### config.mk
export PLATFORM = sky130hd
export DESIGN_NAME = xmw_bank_ctl
export DESIGN_NICKNAME = d
export VERILOG_FILES = /design/src/rtl/xmw_pkg.sv /design/src/rtl/xmw_edge_detect.sv /design/src/rtl/xmw_bank_decode.sv /design/src/rtl/xmw_bank_reg.sv /design/src/rtl/xmw_window_map.sv /design/src/rtl/xmw_bank_ctl.sv
export SDC_FILE = /design/constraint.sdc
export NUM_CORES = 1
export LEC_CHECK = 0
export ABC_CLOCK_PERIOD_IN_PS = 2480
export BUFFER_PORTS_ARGS = -buffer_cell sky130_fd_sc_hd__buf_2
export CORE_MARGIN = 3
export CORE_UTILIZATION = 42
export CTS_BUF_LIST = sky130_fd_sc_hd__clkbuf_8
export DETAILED_ROUTE_END_ITERATION = 16
export GPL_TIMING_DRIVEN = 0
export PLACE_DENSITY = 0.8
export SLEW_MARGIN = 20
export SYNTH_ARGS = -nofsm -noshare
export SYNTH_HDL_FRONTEND = slang
export SYNTH_HIERARCHICAL = 1
export SYNTH_SLANG_ARGS = --single-unit
### constraint.sdc
create_clock -name clk -period 2.48 [get_ports clk]
set_input_delay 0.62 -clock clk [delete_from_list [all_inputs] [get_ports clk]]
set_output_delay 0.62 -clock clk [all_outputs]
set_load 0.02 [all_outputs]
### src/rtl/xmw_pkg.sv
// Shared types and constants for the banked expansion memory window controller.
// Assumes an 8-bit bank number and a 16 KB CPU window.
package xmw_pkg;
    typedef enum logic [1:0] {
        MAP_NATIVE = 2'd0,
        MAP_MIRROR = 2'd1,
        MAP_PORT_A = 2'd2,
        MAP_PORT_B = 2'd3
    } map_e;

    localparam int BANK_W = 8;
    localparam int OFS_W  = 14;
    localparam int CHIP_W = 2;
endpackage

### src/rtl/xmw_edge_detect.sv
// Detects the falling edge of the bus phase-2 clock in the card clock domain.
// Assumes bus_phi2 is already stable relative to clk (bus much slower).
module xmw_edge_detect (
    input  logic clk,
    input  logic rst_n,
    input  logic phi2,
    output logic phi2_fall
);
    logic phi2_q;

    // Remember last sampled phase-2 level
    always_ff @(posedge clk) begin
        if (!rst_n) phi2_q <= 1'b0;
        else        phi2_q <= phi2;
    end

    assign phi2_fall = phi2_q & ~phi2;
endmodule

### src/rtl/xmw_bank_decode.sv
// Decodes the three bank-load paths and forms the value to store.
// Assumes register addresses are distinct, so at most one path fires.
module xmw_bank_decode
    import xmw_pkg::*;
#(
    parameter int          ADDR_W      = 16,
    parameter int          DATA_W      = BANK_W,
    parameter logic [15:0] NATIVE_ADDR = 16'hD1FE,
    parameter logic [15:0] MIRROR_ADDR = 16'hCFFF,
    parameter logic [15:0] PORT_ADDR   = 16'hD301
) (
    input  logic              phi2_fall,
    input  logic              rw,
    input  logic              sel,
    input  map_e              mode,
    input  logic [ADDR_W-1:0] addr,
    input  logic [DATA_W-1:0] data,
    output logic              load_en,
    output logic [BANK_W-1:0] load_val
);
    localparam int LOW_W = BANK_W - 2;
    localparam int PAD_W = BANK_W - 6;

    logic             wr_edge;
    logic             nat_hit, mir_hit, port_hit;
    logic [BANK_W-1:0] nat_val, mir_val, port_val;
    logic [3:0]        port_idx;

    assign wr_edge  = phi2_fall & ~rw;
    assign nat_hit  = wr_edge & sel & (addr == NATIVE_ADDR);
    assign mir_hit  = wr_edge & (addr == MIRROR_ADDR) & (mode == MAP_MIRROR);
    assign port_hit = wr_edge & (addr == PORT_ADDR) &
                      ((mode == MAP_PORT_A) || (mode == MAP_PORT_B));

    // Native value, folded out of the reserved top region in split maps
    always_comb begin
        nat_val = data[BANK_W-1:0];
        if (mode != MAP_NATIVE && data[BANK_W-1 -: 2] == 2'b11)
            nat_val[BANK_W-1 -: 2] = 2'b10;
    end

    // Port mirror bit pick differs between the two port schemes
    always_comb begin
        if (mode == MAP_PORT_B) port_idx = {data[3], data[2], data[6], data[5]};
        else                    port_idx = {data[6], data[5], data[3], data[2]};
    end

    assign mir_val  = {2'b11, data[LOW_W-1:0]};
    assign port_val = {2'b11, {PAD_W{1'b0}}, port_idx};

    // Select the source that fired
    always_comb begin
        load_en  = nat_hit | mir_hit | port_hit;
        load_val = nat_val;
        if (mir_hit)  load_val = mir_val;
        if (port_hit) load_val = port_val;
    end
endmodule

### src/rtl/xmw_bank_reg.sv
// Holds the active bank number; cleared by synchronous reset.
module xmw_bank_reg
    import xmw_pkg::*;
(
    input  logic              clk,
    input  logic              rst_n,
    input  logic              load_en,
    input  logic [BANK_W-1:0] load_val,
    output logic [BANK_W-1:0] bank_q
);
    // Store a new bank when a decode path fires
    always_ff @(posedge clk) begin
        if (!rst_n)       bank_q <= '0;
        else if (load_en) bank_q <= load_val;
    end
endmodule

### src/rtl/xmw_window_map.sv
// Maps the 16 KB CPU window onto the SRAM and produces the chip selects,
// write strobe and data-bus drive enable. Purely combinational.
module xmw_window_map
    import xmw_pkg::*;
#(
    parameter int          ADDR_W   = 16,
    parameter logic [15:0] WIN_BASE = 16'h4000
) (
    input  logic                     phi2,
    input  logic                     rw,
    input  logic                     sel,
    input  logic [ADDR_W-1:0]        addr,
    input  logic [BANK_W-1:0]        bank,
    output logic [BANK_W+OFS_W-1:0]  sram_addr,
    output logic [(1<<CHIP_W)-1:0]   chip_sel,
    output logic                     sram_we,
    output logic                     drive_en
);
    localparam int TAG_W  = ADDR_W - OFS_W;
    localparam int N_CHIP = 1 << CHIP_W;
    localparam logic [TAG_W-1:0] WIN_TAG = WIN_BASE[ADDR_W-1:OFS_W];

    logic active;

    assign active    = sel & phi2 & (addr[ADDR_W-1:OFS_W] == WIN_TAG);
    assign sram_addr = {bank, addr[OFS_W-1:0]};
    assign sram_we   = active & ~rw;
    assign drive_en  = active & rw;

    for (genvar g = 0; g < N_CHIP; g++) begin : g_chip
        assign chip_sel[g] = active & (bank[BANK_W-1 -: CHIP_W] == g[CHIP_W-1:0]);
    end
endmodule

### src/rtl/xmw_bank_ctl.sv
// Top: bank-select and address-translation controller for an expansion
// memory card. Assumes bus inputs are slow relative to clk.
module xmw_bank_ctl
    import xmw_pkg::*;
(
    input  logic                    clk,
    input  logic                    rst_n,
    input  logic [1:0]              map_mode,
    input  logic                    bus_phi2,
    input  logic                    bus_rw,
    input  logic                    card_sel,
    input  logic [15:0]             bus_addr,
    input  logic [7:0]              bus_data,
    output logic [21:0]             sram_addr,
    output logic [3:0]              sram_chip_sel,
    output logic                    sram_we,
    output logic                    data_drive_en
);
    logic              phi2_fall;
    logic              load_en;
    logic [BANK_W-1:0] load_val;
    logic [BANK_W-1:0] bank_q;
    map_e              mode;

    assign mode = map_e'(map_mode);

    xmw_edge_detect u_edge (
        .clk(clk), .rst_n(rst_n), .phi2(bus_phi2), .phi2_fall(phi2_fall)
    );

    xmw_bank_decode u_dec (
        .phi2_fall(phi2_fall), .rw(bus_rw), .sel(card_sel), .mode(mode),
        .addr(bus_addr), .data(bus_data),
        .load_en(load_en), .load_val(load_val)
    );

    xmw_bank_reg u_reg (
        .clk(clk), .rst_n(rst_n), .load_en(load_en),
        .load_val(load_val), .bank_q(bank_q)
    );

    xmw_window_map u_map (
        .phi2(bus_phi2), .rw(bus_rw), .sel(card_sel), .addr(bus_addr),
        .bank(bank_q), .sram_addr(sram_addr), .chip_sel(sram_chip_sel),
        .sram_we(sram_we), .drive_en(data_drive_en)
    );
endmodule

==> results.md, run 1 <==
Place:
- The count of input and output buffers is 58.
- Detailed placement finished with a half-perimeter wire length of 1.690 mm.
- The final weighted congestion in routability-driven placement is 0.7612.
- Prior to clock tree synthesis, the placed netlist has a worst setup slack of 0.1495 ns.

Min path:
- The cell count of the worst hold path is 2.
- The class of the most critical hold timing path is flop to flop.

Synth:
- In the post-synthesis netlist, the biggest area contributors are sky130_fd_sc_hd__dfxtp_1 (21%), sky130_fd_sc_hd__buf_4 (20%), sky130_fd_sc_hd__mux2i_1 (9.5%).
- The average footprint of a synthesized cell is 9.328 um^2.
- The total of warnings raised by yosys is 6.
- The biggest area consumer among synthesized cells is sky130_fd_sc_hd__dfxtp_1.
- The mapped cell area is 839.6 um^2.
- The net count after synthesis is 121.
- The share of synthesized area occupied by flip-flops and latches is 21.46%.
- In the synthesized netlist, the number of instances is 90.
- In this run, distinct cell masters in the synthesized netlist total 26.
- After synthesis, the largest area contributor takes up 21.46% of total cell area.
- The total of flip-flops plus latches after synthesis is 9.

Global routing:
- The initial antenna violation count was 0.
- The global-route wire length before repair is 3.180 mm.
- The pin count of the biggest net entering global routing is 10.
- The remaining global-route overflow is 0.
- Global routing used 15.51% of the available tracks across all layers.
- The number of global-route vias before repair came to 776.

Detailed routing:
- In the routed layout, each cell is associated on average with a via count of 4.486.
- The length of the first detailed-routing pass in iterations is 4.
- The routed layout has 794 vias.
- In the final routed layout, each cell accounts on average for 10.95 um.
- The routed wire length is 1.939 mm.
- For this run, design rule violations remaining after detail routing come to 0.
- The count of nets left with antenna violations once routing finished came out at 0.
- The first-iteration detailed-routing DRC count is 5.

Timing:
- The ratio of final minimum period to clock period is 83.85%.
- The worst setup skew after layout is 0.0004182 ns.
- The number of max-slew violations in the final report is 0.
- The upper clock frequency limit is 480.9 MHz.
- Setup violations remaining at the end of the flow were counted as 0.
- Setup repair after global routing left no endpoint under its margin.
- The transition time at the pin with the least slew margin is 0.2786 ns.
- In the post-route analysis, the smallest setup slack over all paths is 0.4004 ns.
- For the final routed database, the setup TNS stands at 0 ns.
- For the finished layout, the period the worst path requires is 2.080 ns.
- The total count of hold-check failures in the final report is 0.
- Headroom to the max-slew limit came out at 81.36%.

Floorplanning:
- The number of core rows is 15.
- 59 I/O pins were placed.
- The floorplan die area is 0.002572 mm^2.
- The x dimension of the die is 50.71 um.
- The core region is 0.001802 mm^2.
- The initial cell density of the core is 46.60%.
- From bottom edge to top edge, the die measures 50.71 um.

Setup path:
- The worst reg2reg path depth is 7.
- The worst path required time is 2.60 ns.
- The arrival time at the worst endpoint is 2.20 ns.
- The critical path goes through buf_2, and2b_2, nor4b_2, nand4_1, nor2_1, mux2_2, mux2i_1, nor2b_1.
- STA classifies the critical path startpoint as a primary input.
- On the worst path, the slowest cell contributes a delay of 0.37 ns.
- The kind of capture point of the worst setup path is a flop.
- The cell family contributing the most delay on the critical path is simple AND/OR/NAND/NOR gates.
- The largest driver fanout on the critical path is 4.
- Counting both buffers and inverters, the worst setup path holds a total of 1.
- By startpoint and endpoint, the worst setup path is classified as primary input to flop.
- The slowest stage of the critical path is the sky130_fd_sc_hd__mux2_2 cell.
- The critical path runs through a total of 8 cells.

Cells and area:
- Of the cells placed in the final design, the portion with a size suffix greater than 1 is 67.11%.
- The area growth from synthesis to layout is 43.67%.
- The library cells used most frequently in the layout, excluding fill and tap cells, are sky130_fd_sc_hd__buf_2 (58), sky130_fd_sc_hd__buf_4 (22), sky130_fd_sc_hd__dfxtp_1 (9).
- Leaving out fill and tap cells, the most frequent cell in the layout is sky130_fd_sc_hd__buf_2.
- The antenna cell count is 0.
- In the final design database the tool counted 184 nets.

Power and ir drop:
- In this run the static leakage power is 0.0006087 uW.
- The peak ir drop on the vdd network is 0.3352 mV.
- For this design the ratio of total power to cell area is 341.9 mW/mm^2.

Clocking:
- The buffers inserted during post-CTS setup optimization is 0.
- The root buffer cell chosen for the clock tree is sky130_fd_sc_hd__clkbuf_8.
- The H-tree level count is 1.
- The clock passes through at most 2 buffers.
- The number of clock sinks is 9.
- The clock reaches the later pin of the worst-skew pair after 0.23 ns.
- The post-cts gate resize count is 0.
- For this design, the CTS-stage hold fixing added 0 buffers.
- The clock tree from TritonCTS is built.
- After clock tree synthesis, the clock-pin slew on the worst setup and hold paths is 0.04 ns.
- The number of clock buffers added by TritonCTS is 3.

Run:
- The tool flagged a number of max-cap violations equal to 0.

Outcome:
- The run finished with clean final reports.
==> sequential cells by signal, indices dropped and copies added, names as in the netlist <==
signal,cells
u_reg/bank_q,8
u_edge/phi2_q,1
==> metrics by stage <==
stage	instances	hold slack, ns	area, um^2	utilization [%]	total power [uW]
after floorplan	90	0.4839	839.6	-	204.8
after global placement	173	0.5011	1161	64.44	251.9
after detailed placement	173	0.5050	1161	64.44	253.7
after CTS	177	0.5191	1206	66.94	417.6
after global routing	177	0.5487	1206	66.94	434.1
final	177	0.5142	1206	66.94	412.4
==> area by class of cell <==
class                           instances  area (um^2)
Sequential cell                         9        180.2
Inverter                                1        3.754
Timing Repair Buffer                   58        290.3
Tap cell                               25        31.28
Clock buffer                            3        41.29
Fill cell                             168        595.6
Buffer                                 23        176.4
Clock inverter                          1        3.754
Multi-Input combinational cell         57        479.2
==> worst register-to-register path, cell delays in order (launching register included) <==
cell,delay (ns)
sky130_fd_sc_hd__dfxtp_1,0.29
sky130_fd_sc_hd__and2b_2,0.13
sky130_fd_sc_hd__nor4b_2,0.18
sky130_fd_sc_hd__nand4_1,0.22
sky130_fd_sc_hd__nor2_1,0.29
sky130_fd_sc_hd__mux2_2,0.37
sky130_fd_sc_hd__mux2i_1,0.14
sky130_fd_sc_hd__nor2b_1,0.06
==> synthesized netlist by cell type <==
library cell,number
sky130_fd_sc_hd__buf_4,22
sky130_fd_sc_hd__dfxtp_1,9
sky130_fd_sc_hd__mux2i_1,8
sky130_fd_sc_hd__nor2b_1,8
sky130_fd_sc_hd__mux2_2,6
sky130_fd_sc_hd__nor2_1,6
sky130_fd_sc_hd__and2b_2,3
sky130_fd_sc_hd__nand4_1,3
sky130_fd_sc_hd__nor3b_2,3
sky130_fd_sc_hd__nand2_1,2
sky130_fd_sc_hd__nand3_1,2
sky130_fd_sc_hd__nor3_1,2
sky130_fd_sc_hd__nor4b_2,2
sky130_fd_sc_hd__or2_1,2
sky130_fd_sc_hd__a21o_1,1
sky130_fd_sc_hd__and2_2,1
sky130_fd_sc_hd__and3_1,1
sky130_fd_sc_hd__and3b_1,1
sky130_fd_sc_hd__buf_6,1
sky130_fd_sc_hd__inv_1,1
sky130_fd_sc_hd__nand4b_4,1
sky130_fd_sc_hd__nor4bb_1,1
sky130_fd_sc_hd__o21ai_0,1
sky130_fd_sc_hd__o22ai_2,1
sky130_fd_sc_hd__or4b_4,1
sky130_fd_sc_hd__or4bb_1,1
==> logic make-up (layout without fill, tap and decap cells) <==
kind of cell | after synthesis | after routing | share of synthesized area [%]
muxes | 14 | 14 | 17.59
DFF | 9 | 9 | 21.46
and+or+nand+nor | 40 | 40 | 36.51
buffers and inverters | 24 | 86 | 21.46
AOI/OAI and AO/OA | 3 | 3 | 2.980
==> layer usage <==
layer / wire, um / global-route usage [%]
met1: 780 / 18.35
met2: 1027 / 28.26
met3: 123 / 2.967
met4: 6 / 4.036
met5: 0 / 0
==> final timing paths <==
check / start / endpoint / slack [ns]
max: bus_phi2 / u_reg/bank_q[0] / 0.40
max reg2reg: u_edge/phi2_q / u_reg/bank_q[0] / 0.70
min reg2reg: u_reg/bank_q[2] / u_reg/bank_q[2] / 0.51
min: u_reg/bank_q[2] / u_reg/bank_q[2] / 0.51
==> power by group <==
| part | leakage [uW] | switching [uW] | internal [uW] |
|---|---|---|---|
| Clock | 0.0000269 | 54.7 | 108 |
| Combinational | 0.000509 | 48.9 | 55.1 |
| Sequential | 0.0000727 | 0.135 | 146 |
Power figures use the tool's default switching activity.
==> inputs of run 2 (changes only) <==
Settings changed: ABC_AREA set to 1, ABC_CLOCK_PERIOD_IN_PS 2480 to 2200, CORE_UTILIZATION 42 to 45, PLACE_DENSITY 0.8 to 0.81.
Clock period 2.48 ns to 2.2 ns, I/O delays scaled along.
==> run 2 against run 1 <==
Sequential cell count is the same; first-iteration DRC count is 140% higher; synthesized cell count up 94%; via count rose by 38%; register-to-register slack got worse by 0.08 ns; die area is 8.5% higher; clock-buffer cell count unchanged; worst hold slack got worse by 0.048 ns; non-clock buffer count is 2 higher; critical path depth is 5 higher; sequential share of layout area fell by 1.6 points; critical path type unchanged.
==> results.md, run 2 <==
Floorplanning:
- The overall die height is 52.81 um.
- The x dimension of the die is 52.81 um.
- The initial cell density of the core is 48.76%.
- The number of I/O pins is 59.
- The die covers 0.002789 mm^2.
- In this run the core area contains 16 standard-cell rows.
- The core region is 0.002022 mm^2.

Clocking:
- For this design, the sink count on the clock tree is 9.
- The number of buffers added by the clock tree synthesis step is 3.
- The clock tree from TritonCTS is built.
- The latest clock arrival within the worst-skew pair is 0.23 ns.
- Counting along the longest clock path gives a buffer depth of 2.
- Clock-pin slew was measured on the worst setup and hold paths at 0.04 ns.
- The cell at the root of the clock tree is sky130_fd_sc_hd__clkbuf_8.
- In this run the number of H-tree levels came out at 1.
- Post-CTS timing repair inserted 0 buffers for setup.
- The post-cts gate resize count is 0.
- The number of hold buffers added after cts is 0.

Synth:
- The total of flip-flops plus latches after synthesis is 9.
- The net count after synthesis is 206.
- The most used standard cell by instance count after synthesis is sky130_fd_sc_hd__nand2_1.
- By area the synthesized netlist is led by sky130_fd_sc_hd__dfxtp_1 (18%), sky130_fd_sc_hd__buf_4 (17%), sky130_fd_sc_hd__nand2_1 (17%).
- The synthesized netlist occupies a cell area of 985.9 um^2.
- The average footprint of a synthesized cell is 5.634 um^2.
- Summed over all instances, the cell type with the most area after synthesis is sky130_fd_sc_hd__dfxtp_1.
- The async set or reset register ratio after synthesis is 0%.
- By count the netlist is led by sky130_fd_sc_hd__nand2_1 (44), sky130_fd_sc_hd__nor2_1 (39), sky130_fd_sc_hd__inv_1 (31).
- The fraction of synthesized cell area taken by the top area cell type is 18.27%.
- The share of synthesized area occupied by flip-flops and latches is 18.27%.
- For this run, the leading register cell type out of synthesis is sky130_fd_sc_hd__dfxtp_1.
- The total of warnings raised by yosys is 6.
- The synthesized netlist contains 17 unique library cells.
- The number of synthesized flops with an enable pin is 0.
- Counting every instance in the synthesized netlist gives 175.

Setup path:
- The arrival time at the worst endpoint is 1.83 ns.
- STA classifies the critical path startpoint as a primary input.
- The largest stage delay on the critical path is 0.14 ns.
- The cell type of the slowest stage on the worst timing path is sky130_fd_sc_hd__nor2_4.
- Along the worst path, the maximum fanout reaches 10.
- The buffer and inverter count on the worst path is 4.
- The cell type with the highest occurrence count on the critical path is sky130_fd_sc_hd__nor2_1.
- Walking the worst path, the cells encountered are buf_2, nor2_1, inv_1, nor2_1, nand2_1, nor2_4, nand3_4, nand3_1, buf_6, buf_8, nand2_2, nand2_1, nor2_1.
- The kind of capture point of the worst setup path is a flop.
- The kind of cell with the highest combined delay along the critical path is simple AND/OR/NAND/NOR gates.
- Data on the critical path is required at its endpoint by 2.32 ns.
- The critical path is of the primary input to flop type.

Cells and area:
- The antenna cell count is 0.
- The net count of the finished layout is 269.
- The largest registers in the layout are u_reg/bank_q (8), u_edge/phi2_q (1).
- The share of layout cells above drive strength 1 is 40.08%.
- The top register by number of flip-flops is u_reg/bank_q.
- The register with the most flip-flops in the layout has 8 of them.
- The area growth from synthesis to layout is 37.44%.
- For this run, the share of the core covered by cells in the final layout is 67.02%.
- The library cells used most frequently in the layout, excluding fill and tap cells, are sky130_fd_sc_hd__buf_2 (58), sky130_fd_sc_hd__nand2_1 (44), sky130_fd_sc_hd__nor2_1 (39).
- The library cell used most frequently in the layout, excluding fill and tap cells, is sky130_fd_sc_hd__buf_2.

Detailed routing:
- Across all layers, the routed design uses 1092 vias.
- In the routed design, unresolved DRC markers number 0.
- The length of the first detailed-routing pass in iterations is 4.
- For this block, the initial DRC count from the detailed router was 12.
- The via count normalized by instance count is 4.136.
- The number of antenna-violating nets in the routed design is 0.
- The routed wire length is 2.154 mm.
- The average wire per cell in the routed design is 8.159 um.

Place:
- The final weighted congestion in routability-driven placement is 0.7320.
- After legalization and detailed placement, the total HPWL measured 1.818 mm.
- The count of input and output buffers is 58.

Global routing:
- The global-route usage over all layers is 16.35%.
- The number of global-route vias before repair is 907.
- The global-route wire length before repair is 3.484 mm.
- The initial antenna violation count was 0.
- The remaining global-route overflow is 0.
- The pin count of the biggest net entering global routing is 11.

Timing:
- The ratio of final minimum period to clock period is 77.29%.
- Setup violations remaining at the end of the flow were counted as 0.
- The total count of hold-check failures in the final report is 0.
- For this run, the top clock speed supported by timing is 588.1 MHz.
- In the final timing run, aggregate negative setup slack is 0 ns.
- Headroom to the max-slew limit came out at 89.88%.
- The number of max-slew violations in the final report came to 0.
- Setup repair after global routing left no endpoint under its margin.
- At the pin with the least slew margin, the transition time is 0.1502 ns.
- The worst setup skew after layout is 0.001750 ns.
- The clock period could shrink to 1.700 ns.
- Final hold analysis gives a worst-case slack of 0.4662 ns.

Power and ir drop:
- IR analysis of the VDD net gives a maximum drop of 0.2167 mV.
- The power density relative to cell area is 358.9 mW/mm^2.
- For this design the static power due to leakage is 0.0008486 uW.

Min path:
- The class of the most critical hold timing path is flop to flop.

Run:
- The max capacitance violation total is 0.

Outcome:
- The run finished with clean final reports.
-- run 2: cell types whose count changed after synthesis, sizes merged, moves of 4 or more --
cell   previous run  this run
o21ai             1         5
nor2b             8         0
mux2i             8         0
nor2              6        42
inv               1        32
nand2             2        47
mux2              6         0
nand3             2        13
-- run 2: layout make-up --
type,instances,area (um^2)
buffer,25,206.4
clock buffer,3,41.29
clock inverter,1,3.754
fill,204,666.9
inverter,32,120.1
multi-input combinational,109,479.2
sequential,9,180.2
tap,27,33.78
timing repair buffer,58,290.3
-- run 2: worst paths after layout --
check / start / end / slack, ns / cells after the start
setup / recovery: bus_phi2 / u_reg/bank_q[4] / 0.50 / 13
hold / removal: u_reg/bank_q[4] / u_reg/bank_q[4] / 0.47 / 2
setup reg to reg: u_edge/phi2_q / u_reg/bank_q[4] / 0.62 / 13
hold reg to reg: u_reg/bank_q[4] / u_reg/bank_q[4] / 0.47 / 2
-- run 2: stage by stage --
stage | power, uW | std cells | setup WS (ns) | instance area, um^2
2_1_floorplan | 249.7 | 175 | 0.5250 | 985.9
3_3_place_gp | 304.0 | 260 | 0.3021 | 1310
3_5_place_dp | 305.5 | 260 | 0.2509 | 1310
4_1_cts | 490.5 | 264 | 0.4896 | 1355
5_1_grt | 515.0 | 264 | 0.2927 | 1355
6_report | 486.4 | 264 | 0.4997 | 1355
-- run 2: metal layers --
metal	track usage, %	vias to the layer above	wire length, um
met5	0	-	0
met1	18.03	438	935
met4	5.106	0	0
li1	-	618	-
met3	2.564	0	131
met2	31.20	36	1087
-- run 2: kinds of logic after synthesis --
| logic type | synth area share (%) |
|---|---|
| AO/OA/AOI/OAI | 2.538 |
| buffers and inverters | 33.12 |
| flip-flops | 18.27 |
| AND/OR/NAND/NOR | 46.07 |
-- run 2: power breakdown --
part           internal (uW)  total [uW]  switching, uW
Combinational           63.7         138           74.5
Clock                    121         183           62.1
Sequential               165         165          0.211
Total                    350         486            137
-- run 2: tightest hold or removal path: stages, from the launching register on --
cell and delay, ns:
sky130_fd_sc_hd__dfxtp_1 0.30, sky130_fd_sc_hd__nor2_1 0.08, sky130_fd_sc_hd__nor2_1 0.05
